`src/rtl/pwm_spread_pkg.sv`:
```
package pwm_spread_pkg;

  // Strobes handed from the period controller to the pulse datapath.
  typedef struct packed {
    logic periodLoad;   // last cycle of the period: widths reload on this edge
    logic secondHalf;   // counting down the second half of the period
  } pwmStrobe_t;

  function automatic int calcDevMax(input int nomHalf, input int maxPct);
    return 2 * ((nomHalf * maxPct) / 200);
  endfunction

  function automatic int calcHalfMax(input int nomHalf, input int maxPct);
    return nomHalf + calcDevMax(nomHalf, maxPct);
  endfunction

endpackage

```
`src/rtl/pwm_spread_ctrl.sv`:
```
module pwm_spread_ctrl
  import pwm_spread_pkg::*;
#(
  parameter int NOM_HALF = 84,
  parameter int MAX_PCT  = 30,
  parameter int PCT_W    = 7,
  localparam int DEV_MAX  = calcDevMax(NOM_HALF, MAX_PCT),
  localparam int HALF_MAX = calcHalfMax(NOM_HALF, MAX_PCT),
  localparam int HW       = $clog2(HALF_MAX + 1),
  localparam int CW       = $clog2(2 * HALF_MAX + 1),
  localparam int OW       = HW + 1
) (
  input  logic             clk,
  input  logic             rstN,
  input  logic [PCT_W-1:0] spreadPct,
  output pwmStrobe_t       strobe,
  output logic [CW-1:0]    idx,
  output logic [HW-1:0]    curHalf,
  output logic [HW-1:0]    nextHalf
);

  logic [CW-1:0]        idxQ;
  logic [HW-1:0]        halfQ;
  logic signed [OW-1:0] offQ;
  logic                 upQ;

  logic [PCT_W-1:0]     pctClamp;
  logic signed [OW-1:0] devS;
  logic signed [OW-1:0] offNext;
  logic                 upNext;
  logic [CW-1:0]        lastIdx;
  logic                 periodEnd;

  // Swing for the coming period, from the clamped spread setting.
  always_comb begin
    pctClamp = (spreadPct > PCT_W'(MAX_PCT)) ? PCT_W'(MAX_PCT) : spreadPct;
    devS     = OW'(2 * ((NOM_HALF * int'(pctClamp)) / 200));
  end

  // Triangle sweep of the half-period offset.
  always_comb begin
    offNext = offQ;
    upNext  = upQ;
    if (devS == '0) begin
      offNext = '0;
      upNext  = 1'b1;
    end else if (offQ >= devS) begin
      offNext = devS - OW'(2);
      upNext  = 1'b0;
    end else if (offQ <= -devS) begin
      offNext = -devS + OW'(2);
      upNext  = 1'b1;
    end else if (upQ) begin
      offNext = offQ + OW'(2);
    end else begin
      offNext = offQ - OW'(2);
    end
    nextHalf = HW'(NOM_HALF + int'(offNext));
  end

  always_comb begin
    lastIdx   = CW'({halfQ, 1'b0}) - CW'(1);
    periodEnd = (idxQ == lastIdx);
  end

  always_ff @(posedge clk or negedge rstN) begin
    if (!rstN) begin
      idxQ  <= '0;
      halfQ <= HW'(NOM_HALF);
      offQ  <= '0;
      upQ   <= 1'b1;
    end else if (periodEnd) begin
      idxQ  <= '0;
      halfQ <= nextHalf;
      offQ  <= offNext;
      upQ   <= upNext;
    end else begin
      idxQ  <= idxQ + CW'(1);
    end
  end

  assign strobe.periodLoad = periodEnd;
  assign strobe.secondHalf = (idxQ >= CW'(halfQ));
  assign idx     = idxQ;
  assign curHalf = halfQ;

  // the index never passes the end of the current period
  a_r2_idx_bound: assert property (@(posedge clk) disable iff (!rstN)
    idxQ < CW'({halfQ, 1'b0}));

  // the period length only changes at a period boundary
  a_r2_half_hold: assert property (@(posedge clk) disable iff (!rstN)
    !periodEnd |=> $stable(halfQ));

  // the half-period stays inside the largest swing
  a_r10_half_range: assert property (@(posedge clk) disable iff (!rstN)
    (halfQ >= HW'(NOM_HALF - DEV_MAX)) && (halfQ <= HW'(HALF_MAX)));

  // a zero spread at the boundary yields the nominal half-period
  a_r11_zero_spread_fixed: assert property (@(posedge clk) disable iff (!rstN)
    (periodEnd && spreadPct == '0) |=> (halfQ == HW'(NOM_HALF)));

endmodule

```
`src/rtl/pwm_pulse_dp.sv`:
```
module pwm_pulse_dp
  import pwm_spread_pkg::*;
#(
  parameter int NOM_HALF = 84,
  parameter int MAX_PCT  = 30,
  parameter int SAMPLE_W = 16,
  localparam int HALF_MAX   = calcHalfMax(NOM_HALF, MAX_PCT),
  localparam int HW         = $clog2(HALF_MAX + 1),
  localparam int CW         = $clog2(2 * HALF_MAX + 1),
  localparam int PW         = HW + SAMPLE_W + 1,
  localparam int HALF_SCALE = 2 ** (SAMPLE_W - 1),
  localparam int NLEG       = 2
) (
  input  logic                       clk,
  input  logic                       rstN,
  input  logic signed [SAMPLE_W-1:0] sampleIn,
  input  logic                       sampleValid,
  input  pwmStrobe_t                 strobe,
  input  logic [CW-1:0]              idx,
  input  logic [HW-1:0]              curHalf,
  input  logic [HW-1:0]              nextHalf,
  output logic                       drvP,
  output logic                       drvN
);

  logic signed [SAMPLE_W-1:0] sampleHoldQ;
  logic signed [SAMPLE_W-1:0] activeQ;
  logic [SAMPLE_W:0]          bias [NLEG];
  logic [CW-1:0]              carrier;
  logic [NLEG-1:0]            drvVec;
  logic [HW-1:0]              widthVec [NLEG];

  // Sample capture on the strobe; handed to the period only at its boundary.
  always_ff @(posedge clk or negedge rstN) begin
    if (!rstN) begin
      sampleHoldQ <= '0;
      activeQ     <= '0;
    end else begin
      if (sampleValid)       sampleHoldQ <= sampleIn;
      if (strobe.periodLoad) activeQ     <= sampleHoldQ;
    end
  end

  // Offset-binary numerators: leg 0 is half scale plus d, leg 1 half scale minus d.
  always_comb begin
    bias[0] = {1'b0, ~sampleHoldQ[SAMPLE_W-1], sampleHoldQ[SAMPLE_W-2:0]};
    bias[1] = (SAMPLE_W + 1)'(HALF_SCALE) - {sampleHoldQ[SAMPLE_W-1], sampleHoldQ};
  end

  // Up/down carrier position within the period.
  always_comb begin
    if (strobe.secondHalf) carrier = CW'({curHalf, 1'b0}) - CW'(1) - idx;
    else                   carrier = idx;
  end

  for (genvar leg = 0; leg < NLEG; leg++) begin : g_leg
    logic [PW-1:0] prod;
    logic [PW-1:0] full;
    logic [HW-1:0] widthNext;
    logic [HW-1:0] widthQ;
    logic          drvQ;

    always_comb begin
      prod      = PW'(nextHalf) * PW'(bias[leg]);
      full      = prod >> SAMPLE_W;
      widthNext = (full > PW'(nextHalf)) ? nextHalf : full[HW-1:0];
    end

    always_ff @(posedge clk or negedge rstN) begin
      if (!rstN) begin
        widthQ <= HW'(NOM_HALF / 2);
        drvQ   <= 1'b0;
      end else begin
        drvQ <= (carrier >= CW'(curHalf - widthQ));
        if (strobe.periodLoad) widthQ <= widthNext;
      end
    end

    assign drvVec[leg]   = drvQ;
    assign widthVec[leg] = widthQ;
  end

  assign drvP = drvVec[0];
  assign drvN = drvVec[1];

  // P's width never exceeds the half-period
  a_r4_width_cap_p: assert property (@(posedge clk) disable iff (!rstN)
    widthVec[0] <= curHalf);

  // N's width never exceeds the half-period
  a_r5_width_cap_n: assert property (@(posedge clk) disable iff (!rstN)
    widthVec[1] <= curHalf);

  // the two widths are computed apart yet together fill h or h-1
  a_r4_width_sum: assert property (@(posedge clk) disable iff (!rstN)
    ((HW + 1)'(widthVec[0]) + (HW + 1)'(widthVec[1]) <= (HW + 1)'(curHalf)) &&
    ((HW + 1)'(widthVec[0]) + (HW + 1)'(widthVec[1]) + (HW + 1)'(1) >= (HW + 1)'(curHalf)));

  // an idle period drives both outputs in phase
  a_r6_idle_in_phase: assert property (@(posedge clk) disable iff (!rstN)
    (activeQ == '0) |=> (drvP == drvN));

  // the held sample moves only on a valid strobe
  a_r8_hold_on_valid: assert property (@(posedge clk) disable iff (!rstN)
    !sampleValid |=> $stable(sampleHoldQ));

  // the applied sample moves only at a period boundary
  a_r8_apply_on_load: assert property (@(posedge clk) disable iff (!rstN)
    !strobe.periodLoad |=> $stable(activeQ));

endmodule

```
`src/rtl/spread_pwm_mod.sv`:
```
module spread_pwm_mod
  import pwm_spread_pkg::*;
#(
  parameter int NOM_HALF = 84,
  parameter int SAMPLE_W = 16,
  parameter int PCT_W    = 7,
  parameter int MAX_PCT  = 30,
  localparam int HALF_MAX = calcHalfMax(NOM_HALF, MAX_PCT),
  localparam int HW       = $clog2(HALF_MAX + 1),
  localparam int CW       = $clog2(2 * HALF_MAX + 1)
) (
  input  logic                       clk,
  input  logic                       rstN,
  input  logic signed [SAMPLE_W-1:0] sampleIn,
  input  logic                       sampleValid,
  input  logic [PCT_W-1:0]           spreadPct,
  output logic                       drvP,
  output logic                       drvN
);

  pwmStrobe_t    strobe;
  logic [CW-1:0] idx;
  logic [HW-1:0] curHalf;
  logic [HW-1:0] nextHalf;

  pwm_spread_ctrl #(
    .NOM_HALF (NOM_HALF),
    .MAX_PCT  (MAX_PCT),
    .PCT_W    (PCT_W)
  ) u_ctrl (
    .clk       (clk),
    .rstN      (rstN),
    .spreadPct (spreadPct),
    .strobe    (strobe),
    .idx       (idx),
    .curHalf   (curHalf),
    .nextHalf  (nextHalf)
  );

  pwm_pulse_dp #(
    .NOM_HALF (NOM_HALF),
    .MAX_PCT  (MAX_PCT),
    .SAMPLE_W (SAMPLE_W)
  ) u_dp (
    .clk         (clk),
    .rstN        (rstN),
    .sampleIn    (sampleIn),
    .sampleValid (sampleValid),
    .strobe      (strobe),
    .idx         (idx),
    .curHalf     (curHalf),
    .nextHalf    (nextHalf),
    .drvP        (drvP),
    .drvN        (drvN)
  );

endmodule

```
`config.mk`:
```
export PLATFORM = sky130hd
export DESIGN_NAME = spread_pwm_mod
export DESIGN_NICKNAME = d
export VERILOG_FILES = /design/src/rtl/pwm_spread_pkg.sv /design/src/rtl/pwm_spread_ctrl.sv /design/src/rtl/pwm_pulse_dp.sv /design/src/rtl/spread_pwm_mod.sv
export SDC_FILE = /design/constraint.sdc
export NUM_CORES = 1
export LEC_CHECK = 0
export BUFFER_PORTS_ARGS = -buffer_cell sky130_fd_sc_hd__buf_2
export CORE_ASPECT_RATIO = 1.75
export CORE_MARGIN = 2
export CORE_UTILIZATION = 50
export DETAILED_ROUTE_END_ITERATION = 12
export HOLD_SLACK_MARGIN = 0.08
export PLACE_DENSITY_LB_ADDON = 0.3
export SYNTH_ARGS = -nofsm -noshare
export SYNTH_HDL_FRONTEND = slang
export SYNTH_SLANG_ARGS = --single-unit
export TNS_END_PERCENT = 100
```
`constraint.sdc`:
```
create_clock -name clk -period 22.8 [get_ports clk]
set_input_delay 3.42 -clock clk [delete_from_list [all_inputs] [get_ports clk]]
set_output_delay 3.42 -clock clk [all_outputs]
set_load 0.03 [all_outputs]
```
==> results_dict.tcl <==
set metrics [dict create \
    status "complete, no violations" \
    yosys_warnings 0 \
    fillers 2608 \
    grt_max_degree 55 \
    cp.required_ns 23.02 \
    maxCapViolations 0 \
    cts_resized 0 \
    hpwl_mm 31.0 \
    path_clk_slew_ns 0.07 \
    synth_area_mm2 0.0139 \
    io_pins 28 \
    critical_path_class "in2reg" \
    finClkSkew_ns 0.00806 \
    dieWidth_um 130 \
    synth_edf_count 0 \
    vias_per_cell 5.62 \
    fmax_mhz 47.0 \
    worst_pin_slew_ns 1.05 \
    hold_viol_final 0 \
    ant_nets 0 \
    cts_root_buffer "clkbuf_16" \
    grt_pass1_wl_mm 61.3 \
    first_iter_violations 458 \
    clock-sinks 54 \
    yosysTopAreaCell "fa_1" \
    synth_area_leaders "fa_1, ha_1, inv_1" \
    die-area_mm2 0.0292 \
    critPathLaunchType "input port" \
    wirelength_mm 37.4 \
    min_period_ns 21.26 \
    hp-class "reg2reg" \
    clk_latency_ns 0.30 \
    diodes 0 \
    synthArstFlopShare 1.00 \
    core_mm2 0.0273 \
    nets 2089 \
    ys_types 93 \
    antenna_found_initial 0 \
    critPathSlowestCell "a21oi_1" \
    cts_tree "built" \
    cts_setup_buffers 0 \
    critical_path_buf_inv_count 13 \
    io_buffers 27 \
    ys_seq_elements 54 \
    cp_top_family "compound AO/OA/AOI/OAI gates" \
    slew_headroom 0.292 \
    syn_inst 1743 \
    avgSynthCellArea_um2 7.98 \
    clock_path_buffers 2 \
    syn2layout_area_growth_pct 4.49 \
    final-max-slew-violation-count 0 \
    synth_flop_cell "dfrtp_1" \
    rsz0062_at_grt "no" \
    final_common_cell "inv_1" \
    worstPathArrival_ns 21.48 \
    drive_above_1_share 0.0659 \
    slowest_delay_ns 0.61 \
    cp_common_cell "inv_1" \
    dieHeight_um 225 \
    setup-tns-final_ns 0 \
    htreeDepth 2 \
    worstPathMaxFanout 29 \
    synth_top_area_frac 0.210 \
    place_congestion 0.992 \
    drc_errors 0 \
    seq_area_frac_synth 0.0980 \
    rows 80 \
    final_cell_mix "inv_1, nand2_1, ha_1" \
    initial_core_util 0.509 \
    vias 11812 \
    grt_pass1_vias 12539 \
    overflow 0 \
    final_min_period_over_clock_period 0.932 \
    wl_per_cell_um 17.8 \
    setup-violations-final 0 \
    track_usage 0.267 \
    cts_made_buffers 5 \
    crit_path_end_kind "register" \
    hold_buffers 0 \
    drtPass1Iterations 5 \
    holdWs_ns 0.482 \
]
## state kept, by name, indices dropped and copies added (netlist names)
register and flops:
u_dp.drvP 1, u_dp.g_leg.widthQ 14, u_dp.drvN 1, u_ctrl.curHalf 5, u_ctrl.upQ 1, u_ctrl.offQ 8, u_dp.sampleHoldQ 16, u_ctrl.idx 8
## worst reg2reg max path, delay by kind of cell, from the launching register on
kind,cells,cell delay (ns)
buffers and inverters,11,1.66
AND/OR/NAND/NOR,10,1.25
XOR/XNOR,2,0.30
AO/OA/AOI/OAI,20,4.27
flip-flops,1,0.62
adder cells (fa/ha/maj),8,3.37
## final cells by class
cell class	instances	area, um^2	area share
multi-input cells	1309	11100	0.764
flip-flops and latches	54	1360	0.0938
inverters	321	1200	0.0829
well taps	369	462	0.0318
repair buffers	39	225	0.0155
clock buffers	7	143	0.00981
clock inverters	1	30.0	0.00207
## logic make-up (layout without fill, tap and decap cells)
logic type                 after synthesis  in the layout  synth area share
adders and majority gates              333            333             0.378
other                                    2              6          0.000540
DFF                                     54             54            0.0980
xor gates and xnor gates                83             83            0.0539
and+or+nand+nor                        570            570             0.201
AOI/OAI and AO/OA                      291            291             0.141
muxes                                   26             26            0.0201
buffers and inverters                  384            368             0.106
## through the flow
step / instances / setup WS, ns / utilization / area (um^2)
final: 2100 / 1.54 / 0.532 / 14500
after global routing: 2100 / 0.369 / 0.532 / 14500
after CTS: 2100 / 1.74 / 0.532 / 14500
after detailed placement: 2092 / 1.48 / 0.526 / 14400
after global placement: 2092 / 1.56 / 0.526 / 14400
after floorplan: 1747 / 4.26 / - / 13900
## path summary, 6_finish.rpt
path,start,to,slack (ns),depth (start not counted)
min in group asynchronous,rstN,u_dp.drvP,3.24,2
max in group asynchronous,rstN,u_dp.sampleHoldQ[0],19.05,2
worst min register to register,u_dp.g_leg[0].widthQ[1],u_dp.g_leg[0].widthQ[1],0.48,2
worst min-delay path,u_dp.g_leg[0].widthQ[1],u_dp.g_leg[0].widthQ[1],0.48,2
worst max register to register,u_ctrl.offQ[1],u_dp.g_leg[0].widthQ[6],11.23,51
worst max-delay path,spreadPct[5],u_dp.g_leg[0].widthQ[6],1.54,78
## cells in the mapped netlist, drive strengths merged (36+ instances only)
| library cell | n |
|---|---|
| o21ai | 84 |
| nand2 | 221 |
| a21oi | 71 |
| nand3 | 36 |
| xnor2 | 60 |
| dfrtp | 44 |
| inv | 321 |
| ha | 187 |
| clkbuf | 47 |
| and2 | 76 |
| fa | 146 |
| nor2 | 86 |
## routing by layer
metal  routed length [um]  track usage  vias to the layer above  share of wire
li1                     -            -                     5629              -
met1                12900        0.266                     5720           0.34
met2                20500        0.513                      311           0.55
met3                 1030       0.0197                      152          0.028
met4                 2940        0.176                        0          0.079
met5                    0            0                        -              0
Power is not shown: default switching activity piles up to over one toggle a cycle in this logic, so the estimate is an artifact.
